==> config.mk <==
export PLATFORM = sky130hd
export DESIGN_NAME = wrr_prio_arbiter
export DESIGN_NICKNAME = d
export VERILOG_FILES = /design/src/rtl/wrr_pkg.sv /design/src/rtl/wrr_prio_pick.sv /design/src/rtl/wrr_rr_pick.sv /design/src/rtl/wrr_cfg_gate.sv /design/src/rtl/wrr_prio_arbiter.sv
export SDC_FILE = /design/constraint.sdc
export NUM_CORES = 1
export LEC_CHECK = 0
export BUFFER_PORTS_ARGS = -buffer_cell sky130_fd_sc_hd__clkbuf_2
export CORE_MARGIN = 10
export CORE_UTILIZATION = 45
export DETAILED_ROUTE_END_ITERATION = 10
export HOLD_SLACK_MARGIN = 0.08
export MAX_ROUTING_LAYER = met4
export PLACE_DENSITY = 0.69
export SETUP_SLACK_MARGIN = 0.2
export SLEW_MARGIN = 15
export SYNTH_ARGS = -nofsm -noshare
export SYNTH_HDL_FRONTEND = slang
export SYNTH_SLANG_ARGS = --single-unit
==> constraint.sdc <==
create_clock -name clk -period 1.9 [get_ports clk]
set_input_delay 0.19 -clock clk [delete_from_list [all_inputs] [get_ports clk]]
set_output_delay 0.19 -clock clk [all_outputs]
set_load 0.03 [all_outputs]
==> src/rtl/wrr_pkg.sv <==
// Package: shared types for the weighted round-robin arbiter.
// Assumes nothing beyond IEEE 1800-2017.
package wrr_pkg;

    // Outcome of one arbitration decision.
    typedef enum logic [2:0] {
        PICK_HOLD,    // not an arbitration point, grant frozen
        PICK_LOCK,    // locked holder keeps the port
        PICK_PRIO,    // processor master by fixed priority
        PICK_STAY,    // round-robin holder still has weight left
        PICK_ROTATE,  // round-robin rotation to next requester
        PICK_NONE     // nobody requests, release the port
    } pick_e;

endpackage

==> src/rtl/wrr_prio_pick.sv <==
// Module: wrr_prio_pick
// Fixed-priority selector: lowest requesting index wins.
// Assumes: purely combinational, N >= 1.
module wrr_prio_pick #(
    parameter int N = 2
) (
    input  logic [N-1:0] req,
    output logic         found,
    output logic [N-1:0] onehot
);

    // Scan from top down so the lowest index is written last and wins.
    always_comb begin
        onehot = '0;
        for (int i = N - 1; i >= 0; i--) begin
            if (req[i]) begin
                onehot    = '0;
                onehot[i] = 1'b1;
            end
        end
    end

    // Any request present.
    assign found = |req;

endmodule

==> src/rtl/wrr_rr_pick.sv <==
// Module: wrr_rr_pick
// Rotating selector: finds the first requester after index `last`,
// ascending with wrap-around; `last` itself is tried last.
// Assumes: last < N, purely combinational.
module wrr_rr_pick #(
    parameter int N     = 4,
    parameter int IDX_W = 2
) (
    input  logic [N-1:0]     req,
    input  logic [IDX_W-1:0] last,
    output logic             found,
    output logic [IDX_W-1:0] idx
);

    localparam int SUM_W = IDX_W + 1;

    logic [IDX_W-1:0] cand [N];

    // Candidate index for each search offset 1..N, reduced modulo N.
    for (genvar k = 0; k < N; k++) begin : g_cand
        logic [SUM_W-1:0] sum;
        assign sum     = SUM_W'(last) + SUM_W'(k + 1);
        assign cand[k] = (sum >= SUM_W'(N)) ? IDX_W'(sum - SUM_W'(N)) : IDX_W'(sum);
    end

    // Walk offsets from far to near so the nearest requester is kept.
    always_comb begin
        found = 1'b0;
        idx   = '0;
        for (int k = N - 1; k >= 0; k--) begin
            if (req[cand[k]]) begin
                found = 1'b1;
                idx   = cand[k];
            end
        end
    end

endmodule

==> src/rtl/wrr_cfg_gate.sv <==
// Module: wrr_cfg_gate
// Holds the active round-robin weights. A load strobe captures new
// weights as pending. They are applied once the bus has had IDLE_CYCLES
// consecutive request-free cycles. Any request restarts the count.
// Assumes: bus_idle is high in cycles where no master requests.
module wrr_cfg_gate #(
    parameter int N_RR        = 4,
    parameter int WEIGHT_W    = 4,
    parameter int IDLE_CYCLES = 10,
    parameter int RST_WEIGHT  = 1
) (
    input  logic                     clk,
    input  logic                     rst_n,
    input  logic                     bus_idle,
    input  logic                     cfg_load,
    input  logic [N_RR*WEIGHT_W-1:0] cfg_weights,
    output logic [N_RR*WEIGHT_W-1:0] act_weights,
    output logic                     cfg_ok
);

    localparam int WS_W  = N_RR * WEIGHT_W;
    localparam int IDL_W = $clog2(IDLE_CYCLES + 1);

    logic [WS_W-1:0]  shadow_q;
    logic             pend_q;
    logic [IDL_W-1:0] idle_q;
    logic             apply;

    // Pending weights reach the active set once the idle window is full.
    assign apply = pend_q && (idle_q == IDL_W'(IDLE_CYCLES)) && !cfg_load;

    // Count consecutive idle cycles, saturating at the window length.
    always_ff @(posedge clk) begin
        if (!rst_n) begin
            idle_q <= '0;
        end else if (!bus_idle) begin
            idle_q <= '0;
        end else if (idle_q != IDL_W'(IDLE_CYCLES)) begin
            idle_q <= idle_q + IDL_W'(1);
        end
    end

    // Capture requested weights and track whether an update is pending.
    always_ff @(posedge clk) begin
        if (!rst_n) begin
            shadow_q <= '0;
            pend_q   <= 1'b0;
        end else if (cfg_load) begin
            shadow_q <= cfg_weights;
            pend_q   <= 1'b1;
        end else if (apply) begin
            pend_q   <= 1'b0;
        end
    end

    // Active weights and the one-cycle acceptance flag.
    always_ff @(posedge clk) begin
        if (!rst_n) begin
            act_weights <= {N_RR{WEIGHT_W'(RST_WEIGHT)}};
            cfg_ok      <= 1'b0;
        end else begin
            cfg_ok <= apply;
            if (apply) begin
                act_weights <= shadow_q;
            end
        end
    end

endmodule

==> src/rtl/wrr_prio_arbiter.sv <==
// Module: wrr_prio_arbiter (top)
// Grants one shared slave port. Processor masters (low indices) win by
// fixed priority. The remaining masters share the port by weighted round
// robin, where the weight counts whole transfers. A locked holder keeps
// the port. Weight updates wait for an idle window.
// Assumes: xfer_end marks the cycle in which the current transfer on the
// port completes; the grant is registered and moves only at such a
// boundary or while nobody holds the port.
module wrr_prio_arbiter #(
    parameter int N_PRIO      = 2,
    parameter int N_RR        = 4,
    parameter int WEIGHT_W    = 4,
    parameter int IDLE_CYCLES = 10,
    parameter int RST_WEIGHT  = 1
) (
    input  logic                     clk,
    input  logic                     rst_n,
    input  logic [N_PRIO+N_RR-1:0]   req,
    input  logic [N_PRIO+N_RR-1:0]   lock,
    input  logic                     xfer_end,
    input  logic                     cfg_load,
    input  logic [N_RR*WEIGHT_W-1:0] cfg_weights,
    output logic [N_PRIO+N_RR-1:0]   grant,
    output logic                     cfg_ok
);

    import wrr_pkg::*;

    localparam int N_MST    = N_PRIO + N_RR;
    localparam int RR_IDX_W = (N_RR > 1) ? $clog2(N_RR) : 1;
    localparam int WS_W     = N_RR * WEIGHT_W;

    logic [N_MST-1:0]    grant_q;
    logic [WEIGHT_W-1:0] cnt_q;
    logic [RR_IDX_W-1:0] rr_last_q;

    logic [WS_W-1:0]     act_w;
    logic                prio_found;
    logic [N_PRIO-1:0]   prio_oh;
    logic                rr_found;
    logic [RR_IDX_W-1:0] rr_idx;
    logic [WEIGHT_W-1:0] w_raw;
    logic [WEIGHT_W-1:0] w_eff;
    logic                arb_point;
    logic                holder_locked;
    logic                holder_rr_stay;
    pick_e               pick;

    // Weight store with idle-window update gate.
    wrr_cfg_gate #(
        .N_RR        (N_RR),
        .WEIGHT_W    (WEIGHT_W),
        .IDLE_CYCLES (IDLE_CYCLES),
        .RST_WEIGHT  (RST_WEIGHT)
    ) u_cfg (
        .clk         (clk),
        .rst_n       (rst_n),
        .bus_idle    (req == '0),
        .cfg_load    (cfg_load),
        .cfg_weights (cfg_weights),
        .act_weights (act_w),
        .cfg_ok      (cfg_ok)
    );

    // Fixed-priority choice among processor masters.
    wrr_prio_pick #(
        .N      (N_PRIO)
    ) u_prio (
        .req    (req[N_PRIO-1:0]),
        .found  (prio_found),
        .onehot (prio_oh)
    );

    // Rotating choice among round-robin masters.
    wrr_rr_pick #(
        .N     (N_RR),
        .IDX_W (RR_IDX_W)
    ) u_rr (
        .req   (req[N_MST-1:N_PRIO]),
        .last  (rr_last_q),
        .found (rr_found),
        .idx   (rr_idx)
    );

    // Weight of the rotation candidate, with zero read as one.
    assign w_raw = act_w[rr_idx*WEIGHT_W +: WEIGHT_W];
    assign w_eff = (w_raw == '0) ? WEIGHT_W'(1) : w_raw;

    // Holder state used by the decision.
    assign arb_point      = xfer_end || (grant_q == '0);
    assign holder_locked  = |(grant_q & lock & req);
    assign holder_rr_stay = (|(grant_q[N_MST-1:N_PRIO] & req[N_MST-1:N_PRIO]))
                            && (cnt_q > WEIGHT_W'(1));

    // Arbitration decision in precedence order.
    always_comb begin
        if (!arb_point)          pick = PICK_HOLD;
        else if (holder_locked)  pick = PICK_LOCK;
        else if (prio_found)     pick = PICK_PRIO;
        else if (holder_rr_stay) pick = PICK_STAY;
        else if (rr_found)       pick = PICK_ROTATE;
        else                     pick = PICK_NONE;
    end

    // Grant, weight counter and rotation pointer registers.
    always_ff @(posedge clk) begin
        if (!rst_n) begin
            grant_q   <= '0;
            cnt_q     <= '0;
            rr_last_q <= RR_IDX_W'(N_RR - 1);
        end else begin
            case (pick)
                PICK_PRIO: begin
                    grant_q <= {{N_RR{1'b0}}, prio_oh};
                end
                PICK_STAY: begin
                    cnt_q <= cnt_q - WEIGHT_W'(1);
                end
                PICK_ROTATE: begin
                    grant_q   <= {N_RR'(1) << rr_idx, {N_PRIO{1'b0}}};
                    cnt_q     <= w_eff;
                    rr_last_q <= rr_idx;
                end
                PICK_NONE: begin
                    grant_q <= '0;
                end
                default: begin
                    grant_q <= grant_q;
                end
            endcase
        end
    end

    assign grant = grant_q;

endmodule

# --- Yosys cells after proc, flatten, opt, wreduce, memory -nomap -nowiden ---
# Cells that the tools add are included.
totals:
  ff_bits: 50
  in_bits: 32
  out_inout_bits: 7
  elab_cells: 85
op_classes:
  n_addsub: 10
  n_lt_le_gt_ge: 9
  n_eq_ne: 6
  shift: 2
  n_mux: 32
  bitwise: 3
  reduce_logical: 15
op_table:
  columns: ["cell", "n"]
  rows:
  - ["$mux 2", 10]
  - ["$pmux 6 s3", 1]
  - ["$shiftx 16x5->4", 1]
  - ["$and 6x6->6", 2]
  - ["$ge 3x3->1 const B", 4]
  - ["$logic_not 6->1", 2]
  - ["$lt 2x3->1 const B", 4]
  - ["$mux 3", 4]
  - ["$mux 1", 11]
  - ["$bmux 1 s2", 4]
  - ["$pmux 4 s2", 1]
  - ["$sub 2x1->2 const B", 4]
  - ["$add 2x2->3 const B", 2]
  - ["$eq 3x2->1 const B", 2]
  - ["$eq 3x3->1 const B", 2]
  - ["$reduce_or 6->1", 1]
  - ["$add 4x1->4 const B", 1]
  - ["$and 4x4->4", 1]
  - ["$eq 4x4->1 const B", 1]
  - ["$gt 4x1->1 const B", 1]
  - ["$logic_not 4->1", 1]
  - ["$mux 4", 1]
  - ["$ne 4x4->1 const B", 1]
  - ["$reduce_bool 2->1", 2]
  - ["11 further kinds", 13]

# --- Logic depth before layout (Yosys ltp) ---
logic_depth:
  depth_word: 16
  mapped_depth: 10
  mapped_depth_nobuf: 9

# --- Modules after synthesis ---
# Synthesis repeated with hierarchy kept, for this count alone.
unflattened:
  cells_unflattened: 253
  area_unflattened_um2: 2468.6
modules_own_cells:
  columns: ["module", "n_inst", "cells_per_inst", "area_per_inst_um2", "seq_area_each_um2"]
  rows:
  - ["wrr_cfg_gate", 1, 146, 1524.0, 760.7]
  - ["wrr_prio_arbiter", 1, 90, 833.3, 240.2]
  - ["wrr_rr_pick", 1, 14, 91.3, 0.0]
  - ["wrr_prio_pick", 1, 3, 20.0, 0.0]

# --- Worst setup path after synthesis ---
# No wires, ideal clock.
synth_timing:
  path_type: "reg2reg"
  start: "register u_cfg.idle_q[0]"
  end: "register u_cfg.act_weights[0]"
  setup_time_ns: 0.135
  t_arrival_ns: 1.726
  required_ns: 1.765
  setup_slack_ns: 0.040
  path_stages_with_launch: 11
  path_buffers: 3
  synth_period_minus_slack_ns: 1.860
  path_cell_list: "dfxtp_1 inv_1 ha_1 nand2_1 or2_1 clkbuf_1 or3b_1 clkbuf_1 buf_2 nand2_1 nand3_1"
synth_between:
  elab_chain_cells: 3
synth_rtl:
  columns: ["item", "line", "source"]
  rows:
  - ["start: declaration", "wrr_cfg_gate.sv:26", "logic [IDL_W-1:0] idle_q;"]
  - ["start signal: assignment", "wrr_cfg_gate.sv:39", "idle_q <= idle_q + IDL_W'(1);"]
  - ["$eq 4x4->1", "wrr_cfg_gate.sv:30", "assign apply = pend_q && (idle_q == IDL_W'(IDLE_CYCLES)) && !cfg_load;"]
  - ["$logic_and 1x1->1 (2 in a row)", "wrr_cfg_gate.sv:30", null]
  - ["end signal: assignment", "wrr_cfg_gate.sv:59", "act_weights <= {N_RR{WEIGHT_W'(RST_WEIGHT)}};"]
  - ["end signal: assignment", "wrr_cfg_gate.sv:64", "act_weights <= shadow_q;"]
  - ["end: declaration", "wrr_cfg_gate.sv:17", "output logic [N_RR*WEIGHT_W-1:0] act_weights,"]
# Every way passes these cells.
# A chain may end at the register's enable or synchronous reset.

# --- Worst setup path after layout ---
layout_timing:
  start: "register cnt_q[0]"
  end: "register cnt_q[1]"
layout_between:
  elab_chain_cells: 8
  elab_cells_between_ends: 11
layout_rtl:
  columns: ["item", "line", "source"]
  rows:
  - ["start: declaration", "wrr_prio_arbiter.sv:34", "logic [WEIGHT_W-1:0] cnt_q;"]
  - ["start signal: assignment", "wrr_prio_arbiter.sv:117", "cnt_q <= cnt_q - WEIGHT_W'(1);"]
  - ["start signal: assignment", "wrr_prio_arbiter.sv:121", "cnt_q <= w_eff;"]
  - ["$gt 4x1->1", "wrr_prio_arbiter.sv:93", "&& (cnt_q > WEIGHT_W'(1));"]
  - ["$logic_and 1x1->1", "wrr_prio_arbiter.sv:93", null]
  - ["$mux 3", "wrr_prio_arbiter.sv:100", "else if (holder_rr_stay) pick = PICK_STAY;"]
  - ["$mux 3", "wrr_prio_arbiter.sv:99", "else if (prio_found) pick = PICK_PRIO;"]
  - ["$mux 3", "wrr_prio_arbiter.sv:98", "else if (holder_locked) pick = PICK_LOCK;"]
  - ["$mux 3", "wrr_prio_arbiter.sv:97", "if (!arb_point) pick = PICK_HOLD;"]
  - ["$eq 3x3->1 / $eq 3x2->1 (equally long branches)", "wrr_prio_arbiter.sv:112", "case (pick)"]
  - ["$pmux 4 s2 / $reduce_bool 2->1 (equally long branches)", null, null]
# Several ways; a longest one is shown, not always the timed one.

==> summary.txt <==
Outcome
  – Status: complete, no violations

Placement
  – RD Place Congestion: approximately 0.8
  – Detailed Place HPWL: about 3700 um
  – Post-placement cell count: ~360
  – Port Buffer Count: 38

Timing
  – Endpoints failing hold: 0
  – Final Cycle Share: 93.34%
  – Setup Viol. Count Final: 0
  – Max Fclk: 0.5639 GHz
  – Hold slack final: between 0.1 and 0.15 ns
  – Crit path time final: between 1.5 and 2 ns
  – Setup TNS: 0 ns
  – Slew margin rel.: between 60% and 70%
  – Actual slew at the worst max-slew pin: roughly 0.48 ns
  – Unrepaired setup endpoints after global routing: true
  – Final Max Slew Viols: 0
  – Clock Skews: 0.004523 ns

Layout
  – Final Core Density: between 60% and 70%
  – Count of non-filler cells in the finished layout: roughly 390
  – P&R area growth vs syn: 32.48%
  – Share of layout cells above drive strength 1: between 30% and 40%
  – Ant. Diodes: 0
  – Nets: approximately 360

Floorplanning
  – Row count: 26
  – Initial Util: between 40% and 50%
  – Num ports: 39
  – Die height: between 90 and 100 um
  – DIE WIDTH: roughly 90 um
  – Die area: roughly 0.0085 mm2
  – Core region area: 0.005075 mm2

Synth
  – EDFF count, synth: 0
  – Mapped cell area: ~0.0023 mm2
  – Post-synthesis cell type count: between 40 and 50
  – Post-synthesis sequential area ratio: between 40% and 50%
  – Mapped Nets: around 290
  – Top FF cell, synth: dfxtp_1
  – Asr flop ratio synth: 0%
  – Syn avg cell area: 9.215 um2
  – Ys Warns: 0
  – Syn Inst Count: roughly 260
  – Number of synthesized register bits: 50

Clock tree
  – Clk buf depth: 2
  – Hold_buf cts: 0
  – Inserted Clock Buffers: 5
  – CTS tree: done
  – CTS root buffer: clkbuf_8
  – Sink Count: 50
  – Later-pin clock latency in the skew report: 0.30 ns
  – Htree depth: 2
  – Worst-path clk slew: ~0.090 ns

GRT
  – Initial antenna violation count: 0
  – Pin count of the biggest net entering global routing: 26
  – Remaining Overflow, GRT: 0
  – Vias in the first global route: ~2000
  – Tot GR Track Use: a little over an eighth
  – First-pass GRT wire length: approximately 9000 um

Route
  – Antenna viol nets, final: 0
  – WL/cell: 14.32 um
  – DRT Pass-1 Iters: 4
  – Vias per inst: 5.115
  – Vias: 2000
  – Final WL: approximately 5600 um
  – # DRC: 0
  – DRT iter0 DRCs: 74

Hold path
  – HP Class: input port to flip-flop

Critical path
  – WP data arrival: slightly above 2 ns
  – Crit path required time: between 2 and 2.5 ns
  – Critical Path Start Type: flip-flop
  – Critical path peak fanout: 3
  – Critical path type: flip-flop to flip-flop
  – Setup crit end kind: flip-flop

Power and ir drop
  – LEAKAGE: 0.001339 uW
  – Cell Pwr Density: 701.5 mW/mm2
  – Final Total Pwr: 2184 uW
  – Maximum vdd drop: 0.0004790 V

Flow run
  – Max-Cap Viols: 0
-- placed cells by master (no fill, tap or decap), types with 3 or more instances in the layout --
master and instances:
dfxtp_1 41, clkbuf_2 38, nand2_1 34, mux2i_1 28, buf_4 28, nor2b_1 23, nand3_1 12, a21boi_1 11
nor2_1 7, nand2_2 7, a21oi_1 6, buf_6 6, clkbuf_8 5, dfxtp_2 5, a22oi_1 4, dfxtp_4 4
nor4_4 3, o21ai_0 3, xnor2_1 3, ha_4 3
-- flip-flops by register name, summed over array words and instances, names as in the netlist --
register / count
cnt_q: 4
u_cfg.act_weights: 16
u_cfg.shadow_q: 16
u_cfg.idle_q: 4
u_cfg.cfg_ok: 1
u_cfg.pend_q: 1
grant: 6
rr_last_q: 2
-- final cells by class --
type                    instances  area (um2)
clock buffers                   6       93.84
clock inverters                 2       13.76
fillers                       447        1962
inverters                       5       23.77
multi-input cells             186        1404
flip-flops and latches         50        1022
well taps                      70       87.58
repair buffers                 72       467.9
-- kinds of logic (layout without fill, tap and decap cells) --
group	Yosys count	count (layout)	share of synthesized area (%)
compound gates	40	40	12.30
xor+xnor	5	5	1.864
fa+ha+maj	4	4	2.130
buf+inv	19	85	3.568
flops	50	50	42.60
mux	31	31	13.47
simple gates	106	106	24.07
-- power breakdown --
part | internal, uW | switching (uW)
clock network | 342 | 357
logic | 192 | 174
registers | 1080 | 35.3
total | 1620 | 566
-- final timing paths --
check                           slack [ns]              endpoint  cells past startpoint            startpoint
worst max-delay path                  0.13              cnt_q[1]                      9              cnt_q[0]
worst min register to register        0.45  u_cfg.act_weights[9]                      2  u_cfg.act_weights[9]
worst min-delay path                  0.14    u_cfg.shadow_q[10]                      3       cfg_weights[10]
worst max register to register        0.13              cnt_q[1]                      9              cnt_q[0]
-- routing by layer --
layer | global-route usage [%] | wire (um) | up-vias
met5 | - | 0 | -
met2 | 20.00 | 2659 | 51
li1 | - | - | 1010
met1 | 16.06 | 2556 | 927
met4 | 5.270 | 108 | 0
met3 | 3.423 | 273 | 12
-- metrics by stage --
step	setup slack [ns]	instance area [um2]
floorplan	0.1405	2427
global placement	0.09594	2679
detailed placement	0.05449	2679
CTS	0.1376	2925
global route	0.01448	3113
finish	0.1266	3113
-- synthesized netlist by cell type, drive strengths merged (2+ instances only) --
master  instances  area [um2]
a21boi         14       105.1
and2            2       12.51
nand2b          3       18.77
mux2            2       26.27
xor2            2       17.52
nand3          13       65.06
a31oi           2       12.51
ha              4       50.05
nor4            4       61.31
nand2          42       160.2
a22o            2       17.52
a22oi           5       37.54
clkbuf          9       33.78
nor2b          23       143.9
a21oi           7       38.79
nor3            3       15.01
o21ai           4       20.02
nor2           10       37.54
dfxtp          50        1001
inv             5       18.77
xnor2           3       26.28
buf             5       31.28
mux2i          29       290.3
-- critical path, stage by stage (launching register included) --
cell	delay, ns
dfxtp_4	0.38
inv_4	0.06
ha_4	0.13
nor2_2	0.04
o32a_1	0.33
and2_4	0.19
nand2_2	0.12
mux2i_1	0.24
mux2i_1	0.11
nor2b_1	0.11
-- timing repair --
item                       CTS  global route
gates resized for setup     18            31
setup endpoints to repair   11            26
pin swaps                    6            12
gates cloned                 0             2
setup buffers                9            13
Power figures use the tool's default switching activity.
